[config.mk]
export PLATFORM = sky130hd
export DESIGN_NAME = gate_fault_ctrl
export DESIGN_NICKNAME = d
export VERILOG_FILES = /design/src/rtl/gfr_pkg.sv /design/src/rtl/gfr_datapath.sv /design/src/rtl/gfr_ctrl.sv /design/src/rtl/gate_fault_ctrl.sv
export SDC_FILE = /design/constraint.sdc
export NUM_CORES = 1
export LEC_CHECK = 0
export BUFFER_PORTS_ARGS = -buffer_cell sky130_fd_sc_hd__buf_2
export CAP_MARGIN = 20
export CELL_PAD_IN_SITES_DETAIL_PLACEMENT = 2
export CELL_PAD_IN_SITES_GLOBAL_PLACEMENT = 2
export CORE_MARGIN = 5
export CORE_UTILIZATION = 39
export CTS_CLUSTER_DIAMETER = 50
export DETAILED_ROUTE_END_ITERATION = 10
export PLACE_DENSITY_LB_ADDON = 0.1
export SETUP_SLACK_MARGIN = 0.05
export SLEW_MARGIN = 20
export SYNTH_ARGS = -nofsm -noshare
export SYNTH_HDL_FRONTEND = slang
export SYNTH_SLANG_ARGS = --single-unit
[constraint.sdc]
create_clock -name clk -period 7.9 [get_ports clk]
set_input_delay 0.79 -clock clk [delete_from_list [all_inputs] [get_ports clk]]
set_output_delay 0.79 -clock clk [all_outputs]
set_load 0.05 [all_outputs]
[src/rtl/gfr_pkg.sv]
package gfr_pkg;

  typedef enum logic [2:0] {
    ST_RUN     = 3'd0,
    ST_DETECT  = 3'd1,
    ST_SOFTOFF = 3'd2,
    ST_HOLDOFF = 3'd3,
    ST_RECOVER = 3'd4
  } chanState_e;

  // strobes from control to datapath
  typedef struct packed {
    logic restartTmr;
    logic incRetry;
    logic clrRetry;
    logic setFault;
    logic clrFault;
    logic clrTimeout;
  } dpCmd_t;

  // status returned to control
  typedef struct packed {
    logic blankDone;
    logic tailDone;
    logic coolDone;
    logic retryLeft;
  } dpStat_t;

endpackage

[src/rtl/gfr_datapath.sv]
module gfr_datapath
  import gfr_pkg::*;
#(
  parameter int unsigned BLANK_CYC   = 40,
  parameter int unsigned FAST_CYC    = 8,
  parameter int unsigned TAIL_CYC    = 60,
  parameter int unsigned CONFIRM_CYC = 200,
  parameter int unsigned COOL_CYC    = 5000,
  parameter int unsigned RETRY_MAX   = 3
) (
  input  logic    clk,
  input  logic    rstN,
  input  logic    driveOut,
  input  logic    inSoftOff,
  input  logic    offConfirm,
  input  dpCmd_t  cmd,
  output dpStat_t stat,
  output logic    fastActive,
  output logic    tailActive,
  output logic    faultLatched,
  output logic    confirmTimeout
);

  localparam int unsigned SOFT_END = FAST_CYC + TAIL_CYC;
  localparam int unsigned TO_END   = SOFT_END + CONFIRM_CYC;
  localparam int unsigned TMR_MAX  = (TO_END > COOL_CYC) ? TO_END : COOL_CYC;
  localparam int unsigned TMR_W    = $clog2(TMR_MAX + 2);
  localparam int unsigned ON_W     = $clog2(BLANK_CYC + 2);
  localparam int unsigned RET_W    = $clog2(RETRY_MAX + 2);

  localparam logic [TMR_W-1:0] FAST_T   = TMR_W'(FAST_CYC);
  localparam logic [TMR_W-1:0] SOFT_T   = TMR_W'(SOFT_END);
  localparam logic [TMR_W-1:0] TO_T     = TMR_W'(TO_END);
  localparam logic [TMR_W-1:0] COOL_T   = TMR_W'(COOL_CYC - 1);
  localparam logic [TMR_W-1:0] TMAX_T   = TMR_W'(TMR_MAX);
  localparam logic [ON_W-1:0]  BLANK_T  = ON_W'(BLANK_CYC);
  localparam logic [RET_W-1:0] RETRY_T  = RET_W'(RETRY_MAX);

  logic [TMR_W-1:0] tmr;
  logic [ON_W-1:0]  onCnt;
  logic [RET_W-1:0] retryCnt;
  logic             confirmLate;

  // cycles spent in the current state, saturating
  always_ff @(posedge clk or negedge rstN) begin
    if (!rstN)               tmr <= '0;
    else if (cmd.restartTmr) tmr <= '0;
    else if (tmr != TMAX_T)  tmr <= tmr + 1'b1;
  end

  // on-time of the present drive pulse, saturating at the blanking length
  always_ff @(posedge clk or negedge rstN) begin
    if (!rstN)                onCnt <= '0;
    else if (!driveOut)       onCnt <= '0;
    else if (onCnt != BLANK_T) onCnt <= onCnt + 1'b1;
  end

  always_ff @(posedge clk or negedge rstN) begin
    if (!rstN)             retryCnt <= '0;
    else if (cmd.clrRetry) retryCnt <= '0;
    else if (cmd.incRetry) retryCnt <= retryCnt + 1'b1;
  end

  always_ff @(posedge clk or negedge rstN) begin
    if (!rstN)             faultLatched <= 1'b0;
    else if (cmd.setFault) faultLatched <= 1'b1;
    else if (cmd.clrFault) faultLatched <= 1'b0;
  end

  assign confirmLate = tmr >= TO_T;

  always_ff @(posedge clk or negedge rstN) begin
    if (!rstN)                                         confirmTimeout <= 1'b0;
    else if (cmd.clrTimeout)                           confirmTimeout <= 1'b0;
    else if (inSoftOff && confirmLate && !offConfirm)  confirmTimeout <= 1'b1;
  end

  assign fastActive     = tmr < FAST_T;
  assign tailActive     = (tmr >= FAST_T) && (tmr < SOFT_T);
  assign stat.tailDone  = tmr >= SOFT_T;
  assign stat.coolDone  = tmr >= COOL_T;
  assign stat.blankDone = onCnt == BLANK_T;
  assign stat.retryLeft = retryCnt < RETRY_T;

  AST_RETRY_BOUNDED: assert property (@(posedge clk) disable iff (!rstN)
    retryCnt <= RETRY_T);
  AST_TIMEOUT_FROM_SOFTOFF: assert property (@(posedge clk) disable iff (!rstN)
    $rose(confirmTimeout) |-> $past(inSoftOff && !offConfirm));
  AST_BLANK_RESTART: assert property (@(posedge clk) disable iff (!rstN)
    !driveOut |=> !stat.blankDone);

endmodule

[src/rtl/gfr_ctrl.sv]
module gfr_ctrl
  import gfr_pkg::*;
#(
  parameter bit AUTO_RETRY = 1'b1
) (
  input  logic       clk,
  input  logic       rstN,
  input  logic       pwmIn,
  input  logic       scFlag,
  input  logic       otFlag,
  input  logic       disableN,
  input  logic       supplyOk,
  input  logic       clearReq,
  input  logic       offConfirm,
  input  dpStat_t    stat,
  output chanState_e state,
  output dpCmd_t     cmd,
  output logic       driveOut
);

  chanState_e nextState;
  logic permit, clearOk, scTrip, autoOk, retryAllowed;

  assign permit       = disableN && supplyOk;
  assign clearOk      = clearReq && permit && !scFlag && !otFlag;
  assign driveOut     = (state == ST_RUN) && pwmIn && permit;
  assign scTrip       = driveOut && stat.blankDone && scFlag;
  assign retryAllowed = AUTO_RETRY && autoOk && stat.retryLeft;

  always_comb begin
    nextState      = state;
    cmd            = '0;
    if (!permit) begin
      nextState = ST_HOLDOFF;
    end else begin
      unique case (state)
        ST_RUN:     if (scTrip || otFlag) nextState = ST_DETECT;
        ST_DETECT:  nextState = ST_SOFTOFF;
        ST_SOFTOFF: if (stat.tailDone && offConfirm) nextState = ST_HOLDOFF;
        ST_HOLDOFF: begin
          if (clearOk) begin
            nextState      = ST_RUN;
            cmd.clrRetry   = 1'b1;
            cmd.clrTimeout = 1'b1;
          end else if (retryAllowed) begin
            nextState    = ST_RECOVER;
            cmd.incRetry = 1'b1;
          end
        end
        ST_RECOVER: if (stat.coolDone) nextState = (scFlag || otFlag) ? ST_HOLDOFF : ST_RUN;
        default:    nextState = ST_HOLDOFF;
      endcase
    end
    cmd.restartTmr = nextState != state;
    cmd.setFault   = (nextState == ST_DETECT) && (state != ST_DETECT);
    cmd.clrFault   = (nextState == ST_RUN) && (state != ST_RUN);
  end

  always_ff @(posedge clk or negedge rstN) begin
    if (!rstN) state <= ST_HOLDOFF;
    else       state <= nextState;
  end

  // restart attempts only follow a completed trip, never a disable or supply loss
  always_ff @(posedge clk or negedge rstN) begin
    if (!rstN)                                       autoOk <= 1'b0;
    else if (!permit || (state == ST_HOLDOFF && clearOk)) autoOk <= 1'b0;
    else if (state == ST_SOFTOFF && nextState == ST_HOLDOFF) autoOk <= 1'b1;
  end

  AST_HARD_OFF: assert property (@(posedge clk) disable iff (!rstN)
    !(disableN && supplyOk) |=> state == ST_HOLDOFF);
  AST_SC_QUALIFIED: assert property (@(posedge clk) disable iff (!rstN)
    (state == ST_DETECT && !$past(otFlag)) |-> $past(stat.blankDone && pwmIn && scFlag));
  AST_DETECT_ONE_CYCLE: assert property (@(posedge clk) disable iff (!rstN)
    state == ST_DETECT |=> (state == ST_SOFTOFF || state == ST_HOLDOFF));
  AST_SOFTOFF_CONFIRMED: assert property (@(posedge clk) disable iff (!rstN)
    (state == ST_HOLDOFF && $past(state) == ST_SOFTOFF)
      |-> ($past(offConfirm) || !$past(disableN && supplyOk)));

endmodule

[src/rtl/gate_fault_ctrl.sv]
module gate_fault_ctrl
  import gfr_pkg::*;
#(
  parameter int unsigned BLANK_CYC   = 40,
  parameter int unsigned FAST_CYC    = 8,
  parameter int unsigned TAIL_CYC    = 60,
  parameter int unsigned CONFIRM_CYC = 200,
  parameter int unsigned COOL_CYC    = 5000,
  parameter int unsigned RETRY_MAX   = 3,
  parameter bit          AUTO_RETRY  = 1'b1
) (
  input  logic       clk,
  input  logic       rstN,
  input  logic       pwmIn,
  input  logic       scFlag,
  input  logic       otFlag,
  input  logic       disableN,
  input  logic       supplyOk,
  input  logic       clearReq,
  input  logic       offConfirm,
  output logic       driveOut,
  output logic       fastPull,
  output logic       softTail,
  output logic       clampEn,
  output logic       faultN,
  output logic [2:0] stateCode,
  output logic       confirmTimeout
);

  chanState_e state;
  dpCmd_t     cmd;
  dpStat_t    stat;
  logic       fastActive, tailActive, faultLatched, inSoftOff;

  gfr_ctrl #(.AUTO_RETRY(AUTO_RETRY)) uCtrl (
    .clk(clk), .rstN(rstN), .pwmIn(pwmIn), .scFlag(scFlag), .otFlag(otFlag),
    .disableN(disableN), .supplyOk(supplyOk), .clearReq(clearReq),
    .offConfirm(offConfirm), .stat(stat), .state(state), .cmd(cmd),
    .driveOut(driveOut)
  );

  gfr_datapath #(
    .BLANK_CYC(BLANK_CYC), .FAST_CYC(FAST_CYC), .TAIL_CYC(TAIL_CYC),
    .CONFIRM_CYC(CONFIRM_CYC), .COOL_CYC(COOL_CYC), .RETRY_MAX(RETRY_MAX)
  ) uData (
    .clk(clk), .rstN(rstN), .driveOut(driveOut), .inSoftOff(inSoftOff),
    .offConfirm(offConfirm), .cmd(cmd), .stat(stat), .fastActive(fastActive),
    .tailActive(tailActive), .faultLatched(faultLatched),
    .confirmTimeout(confirmTimeout)
  );

  assign inSoftOff = state == ST_SOFTOFF;
  assign fastPull  = inSoftOff && fastActive;
  assign softTail  = inSoftOff && tailActive;
  assign clampEn   = !driveOut && (state != ST_DETECT) && !inSoftOff;
  assign faultN    = !faultLatched;
  assign stateCode = state;

endmodule

==> results.json <==
{
  "holdBufCountCts": 0,
  "nNetsFinal": 206,
  "fin_total_pwr_w": 0.000360,
  "cts_root_buf": "clkbuf_8",
  "io_buffer_count": 17,
  "layout_setup_ws_ps": 5050,
  "cap_violations": 0,
  "syn_area_per_cell_um2": 9.54,
  "place_congestion": 0.807,
  "worstMarginPinSlew_ps": 749,
  "ff2ff_setup_slack_ps": 5110,
  "grt_setup_unrepaired": "false",
  "finClkSkew_ps": 5.58,
  "peakVddDrop_mv": 0.0794,
  "design.core.area_mm2": 0.00429,
  "seq_area_frac_synth": 0.414,
  "setup-violations-final": 0,
  "synth_seq_cells": 28,
  "syn_nets": 192,
  "antenna_found_initial": 0,
  "power_density_mw_per_mm2": 193,
  "syn_area_mm2": 0.00170,
  "worstSetupStartpoint": "uCtrl.state[1]",
  "antennaDiodeCount": 0,
  "finalCritPeriodShare": 0.361,
  "hold_ws_ps": 506,
  "setup.worst_path.end_class": "primary output",
  "grt_max_degree": 29,
  "synth_edf_count": 0,
  "wirelength_um": 4280,
  "grt_usage": 0.155,
  "final_cell_count_no_fill": 243,
  "status": "complete, no violations",
  "via_per_inst": 5.65,
  "fp-row-count": 24,
  "start_util": 0.395,
  "fin_setup_tns_ps": 0,
  "grt_pass1_wl_um": 7500,
  "io_pins": 18,
  "arrival_ps": 2060,
  "crit_end": "softTail",
  "syn_inst": 178,
  "numCtsBuffers": 3,
  "post_cts_buffers": 0,
  "die_y_um": 76.0,
  "clkTransAtPathRegs_ps": 90,
  "placed_cells": 239,
  "clock_sink_count": 28,
  "dr.pass1.iters": 4,
  "reg2reg_depth": 6,
  "fin_crit_ps": 2850,
  "cts_resized": 0,
  "layout-drive-gt1-share": 0.209,
  "die_x_um": 76.0,
  "slew_headroom": 0.493,
  "dr_total_vias": 1373,
  "drt.antenna.violating_nets": 0,
  "worstSetupPathType": "register to primary output",
  "clk_latency_ps": 270,
  "r2r_start": "uData.tmr[11]",
  "cts_buffer_depth": 2,
  "required_ps": 7110,
  "hold_viol": 0,
  "pre_cts_ws_ps": 5070,
  "async_flop_share": 1.00,
  "worst_setup_path_start_kind": "register",
  "hold_path_class": "register to register",
  "rr_endpoint": "uData.tmr[1]",
  "synthDistinctLibCells": 41,
  "die_area_mm2": 0.00577,
  "area_delta_synth_final_pct": 9.87,
  "htree_levels": 1,
  "ys_warn_count": 0,
  "synth_ff_type": "dfrtp_1",
  "drc": 0,
  "cts_tree": "yes",
  "wire_per_inst_um": 17.6,
  "fmax_mhz": 351,
  "grt_overflow": 0,
  "drtIter0Drc": 12,
  "crit_fanout": 11,
  "slew_violations": 0,
  "dp_hpwl_um": 3300,
  "power_leakage_nw": 0.813,
  "num-fill-cells": 487,
  "grt_pass1_vias": 1565
}
-- cell families after synthesis --
family	count (synthesis)	share of synthesized area
simple gates	84	0.293
flops	28	0.414
compound gates	27	0.116
xor+xnor	16	0.0825
buf+inv	15	0.0376
fa+ha+maj	5	0.0368
mux	3	0.0206
-- cells in the final DEF (no fill, tap or decap), types with 2 or more instances in the layout --
cell type	instances
and2_1	2
o21ai_0	4
o211ai_1	3
nor4_1	2
mux2i_1	2
xnor2_1	7
clkbuf_8	4
a21oi_1	8
inv_1	7
nor3b_1	5
nor2b_1	2
or4_4	2
nor2_1	20
nor3_1	6
nand3b_1	2
xor2_1	9
a211oi_1	2
o21a_1	2
ha_1	5
and3_1	3
buf_2	17
nand4_1	2
nand2_1	11
dfrtp_1	26
nor3_2	10
nand2b_1	2
dfstp_2	2
nand3_1	10
and4_1	2
-- synthesized netlist by cell type, types with 2 or more instances --
cell | number | area share
a211oi_1 | 2 | 0.0088
a21oi_1 | 8 | 0.024
and2_1 | 2 | 0.0074
and3_1 | 3 | 0.011
and4_1 | 2 | 0.010
clkbuf_1 | 7 | 0.015
dfrtp_1 | 26 | 0.38
dfstp_2 | 2 | 0.031
ha_1 | 5 | 0.037
inv_1 | 7 | 0.015
mux2i_1 | 2 | 0.012
nand2_1 | 11 | 0.024
nand2b_1 | 2 | 0.0074
nand3_1 | 10 | 0.029
nand3b_1 | 2 | 0.0088
nand4_1 | 2 | 0.0074
nor2_1 | 20 | 0.044
nor2b_1 | 2 | 0.0074
nor3_1 | 6 | 0.018
nor3_2 | 10 | 0.059
nor3b_1 | 5 | 0.022
nor4_1 | 2 | 0.0074
o211ai_1 | 3 | 0.013
o21a_1 | 2 | 0.0088
o21ai_0 | 4 | 0.012
or4_4 | 2 | 0.013
xnor2_1 | 7 | 0.036
xor2_1 | 9 | 0.046
-- through the flow --
step,area [um2],util
after floorplan,1700,-
after global placement,1810,0.422
after detailed placement,1810,0.422
after CTS,1870,0.434
after global routing,1870,0.434
final,1870,0.434
-- metal layers --
layer  up-vias  wire length (um)  global-route usage
met5         -                 0                   0
met4         0                22              0.0356
met3         2                70              0.0225
met2        12              2200               0.272
met1       697              2000               0.200
li1        662                 -                   -
-- critical path: stages, from the launching register on --
cell	delay (ps)
dfstp_2	650
nor3b_1	540
nand2_1	120
nor3_1	180
buf_2	300
-- state kept, by name (all words and copies together), names as in the netlist --
register              count
uData.confirmTimeout      1
uData.tmr                13
uData.retryCnt            3
uCtrl.state               3
uCtrl.autoOk              1
uData.onCnt               6
uData.faultLatched        1
-- where the power goes --
part / internal (W) / total [W] / switching, W / leakage [nW]
sequential: 0.000158 / 0.000182 / 0.0000240 / 0.374
clock: 0.0000446 / 0.0000886 / 0.0000441 / 0.0288
combinational: 0.0000337 / 0.0000893 / 0.0000555 / 0.410
-- how the worst min path moves through the flow --
| stage | from | to | slack [ps] | cells after the start |
|---|---|---|---|---|
| 3_3_place_gp | uData.retryCnt[2] | uData.retryCnt[2] | 480 | 2 |
| 3_5_place_dp | uData.confirmTimeout | uData.confirmTimeout | 490 | 2 |
| 6_report | uData.confirmTimeout | uData.confirmTimeout | 510 | 2 |
| 2_1_floorplan | uData.retryCnt[2] | uData.retryCnt[2] | 460 | 2 |
| 4_1_cts | uData.confirmTimeout | uData.confirmTimeout | 510 | 2 |
| 5_1_grt | uData.confirmTimeout | uData.confirmTimeout | 540 | 2 |
-- final cells by class --
class	instances	area, um2	share of cell area
Tap cell	52	65.1	0.0349
Sequential cell	28	703	0.377
Clock buffer	4	55.1	0.0295
Multi-Input combinational cell	135	931	0.499
Timing Repair Buffer	17	85.1	0.0456
Inverter	7	26.3	0.0141
(Power assumes the default switching activity.)
